`src/rtl/fwd_pkg.sv`:
```
package fwd_pkg;
  localparam int ADDR_W = 32;

  localparam logic [3:0] CMD_IO_RD   = 4'b0010;
  localparam logic [3:0] CMD_IO_WR   = 4'b0011;
  localparam logic [3:0] CMD_MEM_RD  = 4'b0110;
  localparam logic [3:0] CMD_MEM_WR  = 4'b0111;
  localparam logic [3:0] CMD_MEM_RDM = 4'b1100;
  localparam logic [3:0] CMD_MEM_RDL = 4'b1110;
  localparam logic [3:0] CMD_MEM_WRI = 4'b1111;

  typedef enum logic [1:0] {SPACE_NONE, SPACE_IO, SPACE_MEM} space_e;

  function automatic space_e cmd_space(input logic [3:0] cmd);
    case (cmd)
      CMD_IO_RD, CMD_IO_WR: return SPACE_IO;
      CMD_MEM_RD, CMD_MEM_WR, CMD_MEM_RDM,
      CMD_MEM_RDL, CMD_MEM_WRI: return SPACE_MEM;
      default: return SPACE_NONE;
    endcase
  endfunction

  // Legacy port range starts; every range is 8 bytes long
  function automatic logic [15:0] legacy_port_base(input int idx);
    case (idx)
      0: return 16'h03F8;
      1: return 16'h02F8;
      2: return 16'h0378;
      default: return 16'h0278;
    endcase
  endfunction
endpackage

```
`src/rtl/io_window_match.sv`:
```
module io_window_match #(
  parameter int ADDR_W  = 32,
  parameter int NIB_W   = 4,
  parameter int GRAN_W  = 12,
  parameter int ISA_W   = 16,
  parameter int BLK_W   = 10
) (
  input  logic                     clk_i,
  input  logic                     rst_ni,
  input  logic [ADDR_W-1:0]        addr_i,
  input  logic [NIB_W-1:0]         base_i,
  input  logic [NIB_W-1:0]         limit_i,
  input  logic [ADDR_W-GRAN_W-NIB_W-1:0] base_hi_i,
  input  logic [ADDR_W-GRAN_W-NIB_W-1:0] limit_hi_i,
  input  logic                     isa_en_i,
  output logic                     hit_o
);
  logic [ADDR_W-1:0] lo_addr, hi_addr;
  logic in_range, low_space, isa_alias;

  assign lo_addr   = {base_hi_i,  base_i,  {GRAN_W{1'b0}}};
  assign hi_addr   = {limit_hi_i, limit_i, {GRAN_W{1'b1}}};
  assign in_range  = (addr_i >= lo_addr) && (addr_i <= hi_addr);
  assign low_space = (addr_i[ADDR_W-1:ISA_W] == '0);
  // only the first quarter of each 1 KB block survives the filter
  assign isa_alias = isa_en_i && low_space && (addr_i[BLK_W-1:BLK_W-2] != 2'b00);
  assign hit_o     = in_range && !isa_alias;

  assert_isa_block_R7: assert property (@(posedge clk_i) disable iff (!rst_ni)
    (isa_en_i && addr_i[ADDR_W-1:ISA_W] == '0 && addr_i[BLK_W-1:BLK_W-2] != 2'b00) |-> !hit_o);
  assert_io_order_R6: assert property (@(posedge clk_i) disable iff (!rst_ni)
    hit_o |-> ({base_hi_i, base_i} <= {limit_hi_i, limit_i}));
endmodule

```
`src/rtl/mem_window_match.sv`:
```
module mem_window_match #(
  parameter int ADDR_W  = 32,
  parameter int FIELD_W = 12
) (
  input  logic               clk_i,
  input  logic               rst_ni,
  input  logic [ADDR_W-1:0]  addr_i,
  input  logic [FIELD_W-1:0] base_i,
  input  logic [FIELD_W-1:0] limit_i,
  output logic               hit_o
);
  localparam int LOW_W = ADDR_W - FIELD_W;
  logic [ADDR_W-1:0] lo_addr, hi_addr;

  assign lo_addr = {base_i,  {LOW_W{1'b0}}};
  assign hi_addr = {limit_i, {LOW_W{1'b1}}};
  assign hit_o   = (addr_i >= lo_addr) && (addr_i <= hi_addr);

  assert_mem_order_R6: assert property (@(posedge clk_i) disable iff (!rst_ni)
    hit_o |-> (base_i <= limit_i));
  assert_mem_field_R4: assert property (@(posedge clk_i) disable iff (!rst_ni)
    hit_o |-> (addr_i[ADDR_W-1:LOW_W] >= base_i && addr_i[ADDR_W-1:LOW_W] <= limit_i));
endmodule

```
`src/rtl/legacy_port_decode.sv`:
```
module legacy_port_decode
  import fwd_pkg::*;
#(
  parameter int ADDR_W    = 32,
  parameter int NUM_PORTS = 4,
  parameter int SPAN_W    = 3,
  parameter int SPACE_W   = 16
) (
  input  logic                 clk_i,
  input  logic                 rst_ni,
  input  logic [ADDR_W-1:0]    addr_i,
  input  logic [NUM_PORTS-1:0] port_en_i,
  output logic                 hit_o
);
  logic [NUM_PORTS-1:0] port_hit;
  logic                 low_space;

  assign low_space = (addr_i[ADDR_W-1:SPACE_W] == '0);

  for (genvar p = 0; p < NUM_PORTS; p++) begin : g_port
    localparam logic [15:0] PBASE = legacy_port_base(p);
    assign port_hit[p] = port_en_i[p] && low_space &&
                         (addr_i[SPACE_W-1:SPAN_W] == PBASE[SPACE_W-1:SPAN_W]);
  end

  assign hit_o = |port_hit;

  assert_port_low_R8: assert property (@(posedge clk_i) disable iff (!rst_ni)
    hit_o |-> (addr_i[ADDR_W-1:SPACE_W] == '0 && port_en_i != '0));
  assert_port_single_R8: assert property (@(posedge clk_i) disable iff (!rst_ni)
    $onehot0(port_hit));
endmodule

```
`src/rtl/bridge_fwd_decoder.sv`:
```
module bridge_fwd_decoder
  import fwd_pkg::*;
#(
  parameter int IO_NIB_W  = 4,
  parameter int IO_GRAN_W = 12,
  parameter int MEM_FLD_W = 12,
  parameter int NUM_PORTS = 4,
  parameter int NUM_MWIN  = 2
) (
  input  logic                 clk_i,
  input  logic                 rst_ni,
  input  logic                 addr_valid_i,
  input  logic [31:0]          addr_i,
  input  logic [3:0]           cmd_i,
  input  logic [IO_NIB_W-1:0]  io_base_i,
  input  logic [IO_NIB_W-1:0]  io_limit_i,
  input  logic [15:0]          io_base_hi_i,
  input  logic [15:0]          io_limit_hi_i,
  input  logic [MEM_FLD_W-1:0] mem_base_i,
  input  logic [MEM_FLD_W-1:0] mem_limit_i,
  input  logic [MEM_FLD_W-1:0] pf_base_i,
  input  logic [MEM_FLD_W-1:0] pf_limit_i,
  input  logic                 isa_en_i,
  input  logic [NUM_PORTS-1:0] port_en_i,
  output logic                 fwd_valid_o,
  output logic                 fwd_o
);
  localparam int IO_HI_W = ADDR_W - IO_GRAN_W - IO_NIB_W;

  logic io_win_hit, port_hit;
  logic [NUM_MWIN-1:0] mwin_hit;
  logic [NUM_MWIN-1:0][MEM_FLD_W-1:0] mwin_base, mwin_limit;
  space_e space;
  logic decide;

  assign mwin_base  = {pf_base_i,  mem_base_i};
  assign mwin_limit = {pf_limit_i, mem_limit_i};

  io_window_match #(
    .ADDR_W(ADDR_W), .NIB_W(IO_NIB_W), .GRAN_W(IO_GRAN_W)
  ) u_io (
    .clk_i      (clk_i),
    .rst_ni     (rst_ni),
    .addr_i     (addr_i),
    .base_i     (io_base_i),
    .limit_i    (io_limit_i),
    .base_hi_i  (io_base_hi_i[IO_HI_W-1:0]),
    .limit_hi_i (io_limit_hi_i[IO_HI_W-1:0]),
    .isa_en_i   (isa_en_i),
    .hit_o      (io_win_hit)
  );

  for (genvar w = 0; w < NUM_MWIN; w++) begin : g_mwin
    mem_window_match #(.ADDR_W(ADDR_W), .FIELD_W(MEM_FLD_W)) u_mem (
      .clk_i   (clk_i),
      .rst_ni  (rst_ni),
      .addr_i  (addr_i),
      .base_i  (mwin_base[w]),
      .limit_i (mwin_limit[w]),
      .hit_o   (mwin_hit[w])
    );
  end

  legacy_port_decode #(.ADDR_W(ADDR_W), .NUM_PORTS(NUM_PORTS)) u_port (
    .clk_i     (clk_i),
    .rst_ni    (rst_ni),
    .addr_i    (addr_i),
    .port_en_i (port_en_i),
    .hit_o     (port_hit)
  );

  assign space = cmd_space(cmd_i);

  always_comb begin
    case (space)
      SPACE_IO:  decide = io_win_hit || port_hit;
      SPACE_MEM: decide = |mwin_hit;
      default:   decide = 1'b0;
    endcase
  end

  always_ff @(posedge clk_i or negedge rst_ni) begin
    if (!rst_ni) begin
      fwd_valid_o <= 1'b0;
      fwd_o       <= 1'b0;
    end else begin
      fwd_valid_o <= addr_valid_i;
      fwd_o       <= addr_valid_i && decide;
    end
  end

  assert_latency_R2: assert property (@(posedge clk_i) disable iff (!rst_ni)
    addr_valid_i |=> fwd_valid_o);
  assert_idle_quiet_R2: assert property (@(posedge clk_i) disable iff (!rst_ni)
    !addr_valid_i |=> (!fwd_valid_o && !fwd_o));
  assert_cmd_gate_R9: assert property (@(posedge clk_i) disable iff (!rst_ni)
    (addr_valid_i && cmd_space(cmd_i) == SPACE_NONE) |=> !fwd_o);
  assert_io_source_R3: assert property (@(posedge clk_i) disable iff (!rst_ni)
    (addr_valid_i && cmd_space(cmd_i) == SPACE_IO && !io_win_hit && !port_hit) |=> !fwd_o);
  assert_mem_source_R5: assert property (@(posedge clk_i) disable iff (!rst_ni)
    (addr_valid_i && cmd_space(cmd_i) == SPACE_MEM && mwin_hit == '0) |=> !fwd_o);
endmodule

```
`config.mk`:
```
export PLATFORM = sky130hd
export DESIGN_NAME = bridge_fwd_decoder
export DESIGN_NICKNAME = d
export VERILOG_FILES = /design/src/rtl/fwd_pkg.sv /design/src/rtl/io_window_match.sv /design/src/rtl/mem_window_match.sv /design/src/rtl/legacy_port_decode.sv /design/src/rtl/bridge_fwd_decoder.sv
export SDC_FILE = /design/constraint.sdc
export NUM_CORES = 1
export LEC_CHECK = 0
export CORE_MARGIN = 3
export CORE_UTILIZATION = 45
export CTS_CLUSTER_DIAMETER = 40
export DETAILED_ROUTE_END_ITERATION = 10
export DONT_BUFFER_PORTS = 1
export SYNTH_ARGS = -nofsm -noshare
export SYNTH_HDL_FRONTEND = slang
export SYNTH_SLANG_ARGS = --single-unit
```
`constraint.sdc`:
```
create_clock -name clk_i -period 0.8 [get_ports clk_i]
set_input_delay 0.16 -clock clk_i [delete_from_list [all_inputs] [get_ports clk_i]]
set_output_delay 0.16 -clock clk_i [all_outputs]
set_load 0.01 [all_outputs]
```
### Yosys cells after proc, flatten, opt, wreduce, memory -nomap -nowiden

Cells that the tools add are included.

* $lt $le $gt $ge: 6
* equal/unequal tests: 13
* mux-type cells: 2
* reductions and logical operators: 23

Operators by type and width (number)
* greater-or-equal comparator 32 bit: 3
* less-or-equal comparator 32 bit: 3
* equality test 13 x 7 -> 1 bit (second input constant): 4
* zero test 16 bit: 1
* logical AND 1 bit: 15
* equality test 4 bit (second input constant): 3
* equality test 4 x 2 -> 1 bit (second input constant): 2
* equality test 4 x 3 -> 1 bit (second input constant): 2
* OR reduction 5 bit: 1
* case mux 2 bit (2 select lines): 1
* OR reduction 2 bit: 2
* OR reduction 4 bit: 1
* equality test 2 x 1 -> 1 bit (second input constant): 1
* equality test 2 bit (second input constant): 1
* case mux 1 bit (2 select lines): 1
* nonzero test 2 bit: 1
* zero test 1 bit: 1
* logical OR 1 bit: 1

* register bits: 2
* bits of input ports: 132
* output and inout bits: 2
* logic and storage cells: 46

### Logic depth before layout (Yosys ltp)

Gate-level depths: netlist of run 1.

* word-level depth: 8
* mapped depth: 9
* gate-level depth less buffers: 9

### Cells and area by module

From an unflattened synthesis of run 1, not the netlist that was laid out.

* cell total of the unflattened synthesis: 378
* area total of the unflattened synthesis: 2742.6 um^2

Modules (own cells, without submodules)
* mem_window_match: instances 2, cells an instance 99, area each 678.2 um^2, sequential area each 0.0 um^2
* io_window_match: instances 1, cells an instance 155, area each 1131.1 um^2, sequential area each 0.0 um^2
* bridge_fwd_decoder: instances 1, cells an instance 14, area each 136.4 um^2, sequential area each 50.0 um^2
* legacy_port_decode: instances 1, cells an instance 11, area each 118.9 um^2, sequential area each 0.0 um^2

### Worst setup path after synthesis of run 1

No wires, ideal clock.

* path type: input to register
* start point: input io_limit_hi_i[14]
* end point: register fwd_o
* setup time: 0.125 ns
* arrival: 1.626 ns
* data required time: 0.675 ns
* setup slack: -0.951 ns
* stages: 8
* buffers on the path: 0
* path through: inv_1 -> ha_1 -> nand4_1 -> or4_1 -> o221ai_1 -> o32ai_1 -> a21oi_1 -> o22ai_1

* word-level cells in the longest chain between the ends: 6

RTL lines
* start: declaration: line bridge_fwd_decoder.sv:18 `input logic [15:0] io_limit_hi_i,`
* less-or-equal comparator 32 bit: line io_window_match.sv:23 `assign in_range = (addr_i >= lo_addr) && (addr_i <= hi_addr);`
* logical AND 1 bit: line io_window_match.sv:23
* logical AND 1 bit: line io_window_match.sv:27 `assign hit_o = in_range && !isa_alias;`
* logical OR 1 bit: line bridge_fwd_decoder.sv:76 `SPACE_IO: decide = io_win_hit || port_hit;`
* case mux 1 bit (2 select lines): line bridge_fwd_decoder.sv:75 `case (space)`
* logical AND 1 bit: line bridge_fwd_decoder.sv:88 `fwd_o <= addr_valid_i && decide;`
* end signal: assignment: line bridge_fwd_decoder.sv:88
* end: declaration: line bridge_fwd_decoder.sv:26 `output logic fwd_o`

Every way passes these cells.

### Worst setup path after layout of run 1

* start point: input io_limit_hi_i[10]
* end point: register fwd_o

Same word-level chain as after synthesis.

==> metrics, run 1 <==
number of global-route vias before repair 2482; Critical Path AT 1750 ps; DIE AREA 6420 um^2; status finished, violations left; n_diodes 0; top cells by count, synth 91 x inv_1, 90 x ha_1, 36 x a21oi_1; kind of end point of the critical path flop; post-synth top area cell ha_1; CTS root buf clkbuf_8; Layout Area Growth over Synthesis 18.9%; top cells by area, synth ha_1 46%, inv_1 14%, a21oi_1 7.3%, nand4_1 5.3%, nand2_1 3.2%; antenna violations before repair 0; WL/cell 15.2 um; cell family with most CP delay simple AND/OR/NAND/NOR gates; Worst Path Required 930 ps; final core utilization 56.5%; largest net degree at the start of global routing 8; CTS tree yes; Worst Hold Class in2reg; # setup viols final 1; gpl congestion 0.851; failing checks negative setup slack; post-route minimum period 1620 ps; # IOs 134; Final Hold Vio Count 0; total track usage 21.1%; core footprint 5200 um^2; worst-path fanout max 2; clock buffer depth 2; syn_area_per_cell 7.07 um^2; final instance area 2940 um^2; RSZ-0062 raised after global routing true; Post-synth top flop dfrtp_1; DP HPWL 6.16 mm; Fill cells 543; Worst-path clk slew 30 ps; num rows 26; Clock Sinks 2; final slew viol count 0; Synth top area share 45.5%; Power Density 583 nW/um^2; Yosys reg bits 2; area post-placement 2870 um^2; Lkg Pwr 1.61 nW; Initial Utilization 47.5%; worst slack at placement -1050 ps; nets 603; count leader, synth inv_1; VDD IR max 0.308 mV; drt drc 0; startpoint types input port; DRT iter0 DRCs 99; CP max-delay cell or4_4; worst path bufs/invs 1; proportion of layout cells with a drive suffix above 1 12.7%; global-route wire length before repair 10.9 mm; die height 80.1 um; EDFF count, synth 0; DRT antenna net count 0; Slew headroom 73.1%; crit-path max cell delay 580 ps; setup TNS -824 ps; Max Clock Freq 616 MHz; Synth async-reset ratio 100%; Seq/Total Area, Yosys 2.02%; total iterations of the first detailed-routing run 4; Die X 80.1 um; crit path cell chain inv_12, ha_4, nand4_1, or4_4, o32ai_1, a21oi_1, o22ai_1; IO Port Bufs 0; Tcrit/Tclk final 203%; Storage cell area 50.0 um^2; cts bufs inserted 3; GR Overflow Total 0; setup bufs post-CTS 0; post-route setup slack -824 ps; Max Cap Violations 0; syn_nets 572; Setup CP Type in2reg; total number of vias 2491; Mapped Area 2470 um^2; synthesized netlist cell count 350; htree depth 1; vias per cell 5.55; multi-input logic area 2190 um^2; hold_ws 119 ps; Synth warnings 0; Slew @ Worst Pin 393 ps; Netlist cell types 38; Routed Wire Length 6.84 mm
-- power by group --
group,switching [mW],internal [mW]
Sequential,0.00360,0.106
Combinational,0.588,0.624
Clock,0.0760,0.318
Total,0.667,1.05
-- per-layer routing --
layer | part of all wire, % | global-route usage [%] | wire (um)
met4 | 1.5 | 5.07 | 104
met2 | 44 | 33.3 | 2990
met1 | 47 | 29.3 | 3220
met5 | 0 | 0 | 0
met3 | 7.5 | 4.15 | 516
-- area by class of cell --
cell class / instances / area share (%)
multi-input combinational: 257 / 74.6
inverter: 91 / 12.6
timing repair buffer: 26 / 6.81
tap: 70 / 2.98
sequential: 2 / 1.70
clock buffer: 3 / 1.40
-- flip-flops by register name, indices dropped and copies added (netlist names) --
register     cells
fwd_o            1
fwd_valid_o      1
-- worst paths after layout --
check / start / endpoint / slack (ps) / cells past startpoint
setup / recovery: io_limit_hi_i[10] / fwd_o$_DFF_PN0_ / -820 / 7
hold / removal: addr_valid_i / fwd_o$_DFF_PN0_ / 120 / 2
max in group asynchronous: rst_ni / fwd_valid_o$_DFF_PN0_ / 490 / 1
min in group asynchronous: rst_ni / fwd_o$_DFF_PN0_ / 190 / 1
-- repair_timing --
item | 4_1_cts | 5_1_grt
gates resized for setup | 2 | 0
setup endpoints to repair | 1 | 1
hold endpoints to repair | 3 | 0
hold buffers | 2 | 0
-- cell families (layout without fill, tap and decap cells) --
family          after synthesis  after routing  synth area share [%]
buf+inv                      91            120                  13.8
flops                         2              2                  2.02
mux                           1              1                 0.910
simple gates                 96             96                  20.7
compound gates               70             70                  17.0
fa+ha+maj                    90             90                  45.5
-- metrics by stage --
stage | instances | power, mW
5_1_grt | 449 | 1.96
3_5_place_dp | 444 | 1.31
2_1_floorplan | 350 | 0.967
6_report | 449 | 1.71
4_1_cts | 449 | 1.73
3_3_place_gp | 444 | 1.27
-- placed cells by master, fill, tap and decap left out, types with 2 or more instances in the layout --
cell and instances:
or4_4 2, clkbuf_8 3, nand3_1 12, nor4_1 9
nand3b_1 2, ha_1 82, nand4_1 21, o21ai_0 10
nand2b_1 2, inv_4 3, a221oi_1 2, a211oi_1 4
inv_2 4, o21a_1 2, a21oi_1 36, inv_1 82
ha_4 8, dfrtp_1 2, buf_4 24, nor2b_1 4
nor2_1 13, nand2_1 21, a21o_1 4, nor3_1 5
dlygate4sd3_1 2
(Power assumes the default switching activity.)
==> run 2: changes to the inputs <==
Settings changed: CTS_BUF_LIST set to sky130_fd_sc_hd__clkbuf_8, SKIP_LAST_GASP set to 1.
==> run 2 against run 1 <==
Effect of this change: the flow still finishes with violations (negative setup slack); critical path type unchanged; sequential share of layout area stayed put; largest cell class unchanged; sequential power hardly changed; clock power hardly changed; final cell count stayed put; clock-buffer cell count stayed put; highest routed layer unchanged.
==> metrics, run 2 (synthesis results as in run 1) <==
status finished, violations left (unchanged); failing checks negative setup slack (unchanged); Max Cap Violations 0 (unchanged); Max Clock Freq 601 MHz (was 616 MHz); Worst Path Required 880 ps (was 930 ps); CTS root buf clkbuf_8 (unchanged); Slew @ Worst Pin 444 ps (was 393 ps); Fill cells 543 (unchanged); die height 80.1 um (unchanged); core footprint 5200 um^2 (unchanged); met3 usage in global routing 4.15% (unchanged); clock buffer depth 2 (unchanged); Clock Sinks 2 (unchanged); proportion of layout cells with a drive suffix above 1 12.7% (unchanged); CP max-delay cell or4_4 (unchanged); gr busiest metal met2 (unchanged); total number of vias 2492 (was 2491); Routed Wire Length 6.85 mm (was 6.84 mm); WL/cell 15.2 um (about the same); post-route setup slack -864 ps (was -824 ps); total power 1.72 mW (was 1.71 mW); cell-internal power 1.05 mW (about the same); antenna violations before repair 0 (unchanged); crit path cell chain inv_2, ha_4, nand4_1, or4_4, o221ai_2, o32ai_1, a21oi_1, o22ai_1 (was inv_12, ha_4, nand4_1, or4_4, o32ai_1, a21oi_1, o22ai_1); net switching power 0.670 mW (was 0.667 mW); worst-path fanout max 2 (unchanged); IO Port Bufs 0 (unchanged); post-route minimum period 1660 ps (was 1620 ps); vias per cell 5.55 (about the same); Layout Area Growth over Synthesis 18.9% (unchanged); startpoint types input port (unchanged); worst slack at placement -1050 ps (unchanged); # setup viols final 1 (unchanged); Initial Utilization 47.5% (unchanged); total track usage 21.1% (about the same); VDD IR max 0.307 mV (was 0.308 mV); worst path bufs/invs 1 (unchanged); total iterations of the first detailed-routing run 4 (unchanged); commonest cells after routing, fill and taps aside 82 x inv_1, 82 x ha_1, 36 x a21oi_1 (unchanged); DRT iter0 DRCs 103 (was 99); Worst-path clk slew 30 ps (about the same); number of global-route vias before repair 2480 (was 2482); drt drc 0 (unchanged); Tcrit/Tclk final 208% (was 203%); Clk network pwr share 22.9% (was 23.0%); met2 GRT Util 33.2% (was 33.3%); cts bufs inserted 3 (unchanged); hold-critical path depth 2 (unchanged); Lkg Pwr 1.61 nW (about the same); Final Hold Vio Count 0 (unchanged); largest net degree at the start of global routing 8 (unchanged); Die X 80.1 um (unchanged); kind of end point of the critical path flop (unchanged); Sw Share 39.0% (was 38.9%); # IOs 134 (unchanged); global-route wire length before repair 10.9 mm (about the same); RSZ-0062 raised after global routing true (unchanged); CTS tree yes (unchanged); Power Density 584 nW/um^2 (was 583 nW/um^2); area post-placement 2870 um^2 (unchanged); part of the power in registers 6.4% (about the same); GR Overflow Total 0 (unchanged); power share of the combinational group 70.7% (was 70.6%); Slew headroom 70.2% (was 73.1%); final slew viol count 0 (unchanged); DIE AREA 6420 um^2 (unchanged); Worst Hold Class in2reg (unchanged); hold_ws 120 ps (was 119 ps); DP HPWL 6.16 mm (unchanged); final instance area 2940 um^2 (unchanged); setup TNS -864 ps (was -824 ps); htree depth 1 (unchanged); setup bufs post-CTS 0 (unchanged); nets 603 (unchanged); Crit path depth 8 (was 7); n_diodes 0 (unchanged); crit-path max cell delay 580 ps (about the same); cell family with most CP delay simple AND/OR/NAND/NOR gates (unchanged); Setup CP Type in2reg (unchanged); num rows 26 (unchanged); Critical Path AT 1750 ps (about the same); DRT antenna net count 0 (unchanged); M1 GR Usage 29.3% (about the same); biggest regs fwd_o x1, fwd_valid_o x1 (unchanged); multi-input logic area 2190 um^2 (unchanged); Storage cell area 50.0 um^2 (unchanged); gpl congestion 0.851 (unchanged)
-- run 2: cell counts in the layout (fill, tap and decap cells not counted) --
Identical to the previous run, type by type.
-- run 2: final timing paths --
path	start	endpoint	slack (ps)
min in group asynchronous	rst_ni	fwd_o$_DFF_PN0_	190
worst max-delay path	io_limit_hi_i[9]	fwd_o$_DFF_PN0_	-860
worst min-delay path	addr_valid_i	fwd_o$_DFF_PN0_	120
max in group asynchronous	rst_ni	fwd_valid_o$_DFF_PN0_	490
-- run 2: power by group through the flow --
stage	logic [mW]	registers [mW]	clock network, mW
3_3_place_gp	1.16	0.111	0
4_1_cts	1.22	0.110	0.403
6_report	1.21	0.110	0.394
2_1_floorplan	0.857	0.110	0
3_5_place_dp	1.20	0.111	0
5_1_grt	1.43	0.110	0.423
-- run 2: metrics by stage --
| stage | cells | utilization (%) |
|---|---|---|
| after floorplan | 350 | - |
| after global placement | 444 | 55.1 |
| after detailed placement | 444 | 55.1 |
| after CTS | 449 | 56.4 |
| after global routing | 449 | 56.5 |
| final | 449 | 56.5 |
-- run 2: metal layers --
metal  wire length [um]  vias up
met5                  0        -
met4                101        0
met3                513        8
met2               3010       99
met1               3220     1081
li1                   -     1304
-- run 2: final cells by class --
cell class	count	area share, %
Inverter	91	12.6
Timing Repair Buffer	26	6.81
Tap cell	70	2.98
Multi-Input combinational cell	257	74.6
Sequential cell	2	1.70
Clock buffer	3	1.40
-- run 2: timing repair --
action | in CTS | in global routing
endpoints found under the hold margin | 3 | 0
hold buffers | 2 | 0
resized for setup | 1 | 1
pin swaps | 0 | 2
endpoints found under the setup margin | 1 | 1
==> run 3: changes to the inputs <==
Clock period 0.8 ns to 1.4 ns, I/O delays scaled along.
==> run 3 against run 2 <==
Effect of this change: the flow still finishes with violations (negative setup slack); utilization barely moved; global-route usage fell by 0.24 points; power fell by 43%; sequential cell count did not move; via count fell by 0.76%; non-clock buffer count fell by 1; critical path depth did not move; wire length fell by 0.31%; critical path type unchanged.
==> metrics, run 3 (synthesis results as in run 1) <==
drt drc 0 (unchanged); # IOs 134 (unchanged); Crit path depth 8 (unchanged); commonest cells after routing, fill and taps aside 82 x inv_1, 82 x ha_1, 36 x a21oi_1 (unchanged); IO Port Bufs 0 (unchanged); biggest regs fwd_o x1, fwd_valid_o x1 (unchanged); # setup viols final 1 (unchanged); status finished, violations left (unchanged); VDD IR max 0.252 mV (was 0.307 mV); Worst Path Required 1480 ps (was 880 ps); RSZ-0062 raised after global routing true (unchanged); total power 0.974 mW (was 1.72 mW); largest net degree at the start of global routing 8 (unchanged); DRT antenna net count 0 (unchanged); gpl congestion 0.851 (unchanged); Critical Path AT 1820 ps (was 1750 ps); CTS root buf clkbuf_8 (unchanged); number of global-route vias before repair 2398 (was 2480); worst path bufs/invs 1 (unchanged); Max Cap Violations 0 (unchanged); WL/cell 15.2 um (about the same); proportion of layout cells with a drive suffix above 1 13.0% (was 12.7%); worst setup path start io_limit_hi_i[9] (unchanged); Die X 80.1 um (unchanged); final slew viol count 0 (unchanged); total iterations of the first detailed-routing run 4 (unchanged); CP max-delay cell or4_4 (unchanged); GR Overflow Total 0 (unchanged); total track usage 20.8% (was 21.1%); non-filler cells, final 448 (was 449); post-route setup slack -341 ps (was -864 ps); n_diodes 0 (unchanged); Worst-path clk slew 30 ps (about the same); htree depth 1 (unchanged); setup bufs post-CTS 0 (unchanged); DP Cell Count 444 (unchanged); Setup CP Type in2reg (unchanged); nets 602 (was 603); Fill cells 541 (was 543); Slew @ Worst Pin 369 ps (was 444 ps); CTS tree yes (unchanged); kind of end point of the critical path flop (unchanged); Layout Area Growth over Synthesis 18.8% (was 18.9%); Worst setup endpoint fwd_o$_DFF_PN0_ (unchanged); global-route wire length before repair 10.9 mm (about the same); post-route minimum period 1740 ps; Final Hold Vio Count 0 (unchanged); num rows 26 (unchanged); total number of vias 2473 (was 2492); clock buffer depth 2 (unchanged); cell family with most CP delay simple AND/OR/NAND/NOR gates (unchanged); antenna violations before repair 0 (unchanged); die height 80.1 um (unchanged); crit-path max cell delay 570 ps (was 580 ps); Power Density 331 nW/um^2 (was 584 nW/um^2); Initial Utilization 47.5% (unchanged); worst-path fanout max 2 (unchanged); Clock Sinks 2 (unchanged); failing checks negative setup slack (unchanged); startpoint types input port (unchanged); Slew headroom 74.8% (was 70.2%); core footprint 5200 um^2 (unchanged); DRT iter0 DRCs 75 (was 103); crit path cell chain inv_2, ha_4, nand4_1, or4_4, o221ai_2, o32ai_2, a21oi_1, o22ai_1 (was inv_2, ha_4, nand4_1, or4_4, o221ai_2, o32ai_1, a21oi_1, o22ai_1); Tcrit/Tclk final 124%; Routed Wire Length 6.82 mm (was 6.85 mm); vias per cell 5.52 (was 5.55); cts bufs inserted 3 (unchanged); Lkg Pwr 1.61 nW (about the same); setup TNS -341 ps (was -864 ps); Max Clock Freq 574 MHz; DIE AREA 6420 um^2 (unchanged); Worst Hold Class in2reg (unchanged); DP HPWL 6.16 mm (about the same)
[run 3: cell count changes in the layout (fill, tap and decap cells not counted), sizes merged]
cell,before,now
dlygate4sd3,2,1
[run 3: worst min-delay path by stage]
stage	start	endpoint	slack (ps)	cells past startpoint
6_report	addr_valid_i	fwd_valid_o$_DFF_PN0_	100	0
2_1_floorplan	rst_ni	fwd_o$_DFF_PN0_	-20	0
3_5_place_dp	rst_ni	fwd_o$_DFF_PN0_	-20	0
4_1_cts	addr_valid_i	fwd_valid_o$_DFF_PN0_	100	0
3_3_place_gp	rst_ni	fwd_valid_o$_DFF_PN0_	-20	0
5_1_grt	addr_valid_i	fwd_valid_o$_DFF_PN0_	100	0
[run 3: cell type report]
class	count	area, um^2	area share, %
Sequential cell	2	50.0	1.70
Multi-Input combinational cell	257	2200	74.9
Clock buffer	3	41.3	1.41
Timing Repair Buffer	25	190	6.47
Tap cell	70	87.6	2.98
Inverter	91	369	12.6
[run 3: report_power, final]
group / total [mW] / switching (mW) / leakage [nW] / internal (mW)
combinational: 0.690 / 0.336 / 1.56 / 0.355
sequential: 0.0627 / 0.00207 / 0.0255 / 0.0606
clock: 0.221 / 0.0393 / 0.0216 / 0.181
total: 0.974 / 0.377 / 1.61 / 0.597
[run 3: routing by layer]
| metal | GRT usage (%) | up-vias | wire, um |
|---|---|---|---|
| met1 | 29.8 | 1085 | 3400 |
| met2 | 34.3 | 86 | 3020 |
| li1 | - | 1300 | - |
| met3 | 3.03 | 2 | 387 |
| met4 | 1.35 | 0 | 19 |
| met5 | 0 | - | 0 |
[run 3: through the flow]
stage          utilization (%)  area, um^2  setup slack, ps  hold WS, ps
3_3_place_gp              55.1        2870             -586        -15.5
3_5_place_dp              55.1        2870             -576        -15.5
2_1_floorplan                -        2600             -349        -15.6
6_report                  56.4        2940             -341          103
5_1_grt                   56.4        2940             -451         99.0
4_1_cts                   56.4        2940             -351          101
[run 3: timing repair]
item                                    4_1_cts  5_1_grt
gates resized for setup                       3        0
endpoints found under the setup margin        1        1
hold endpoints to repair                      2        0
pin swaps                                     1        0
hold buffers                                  1        0
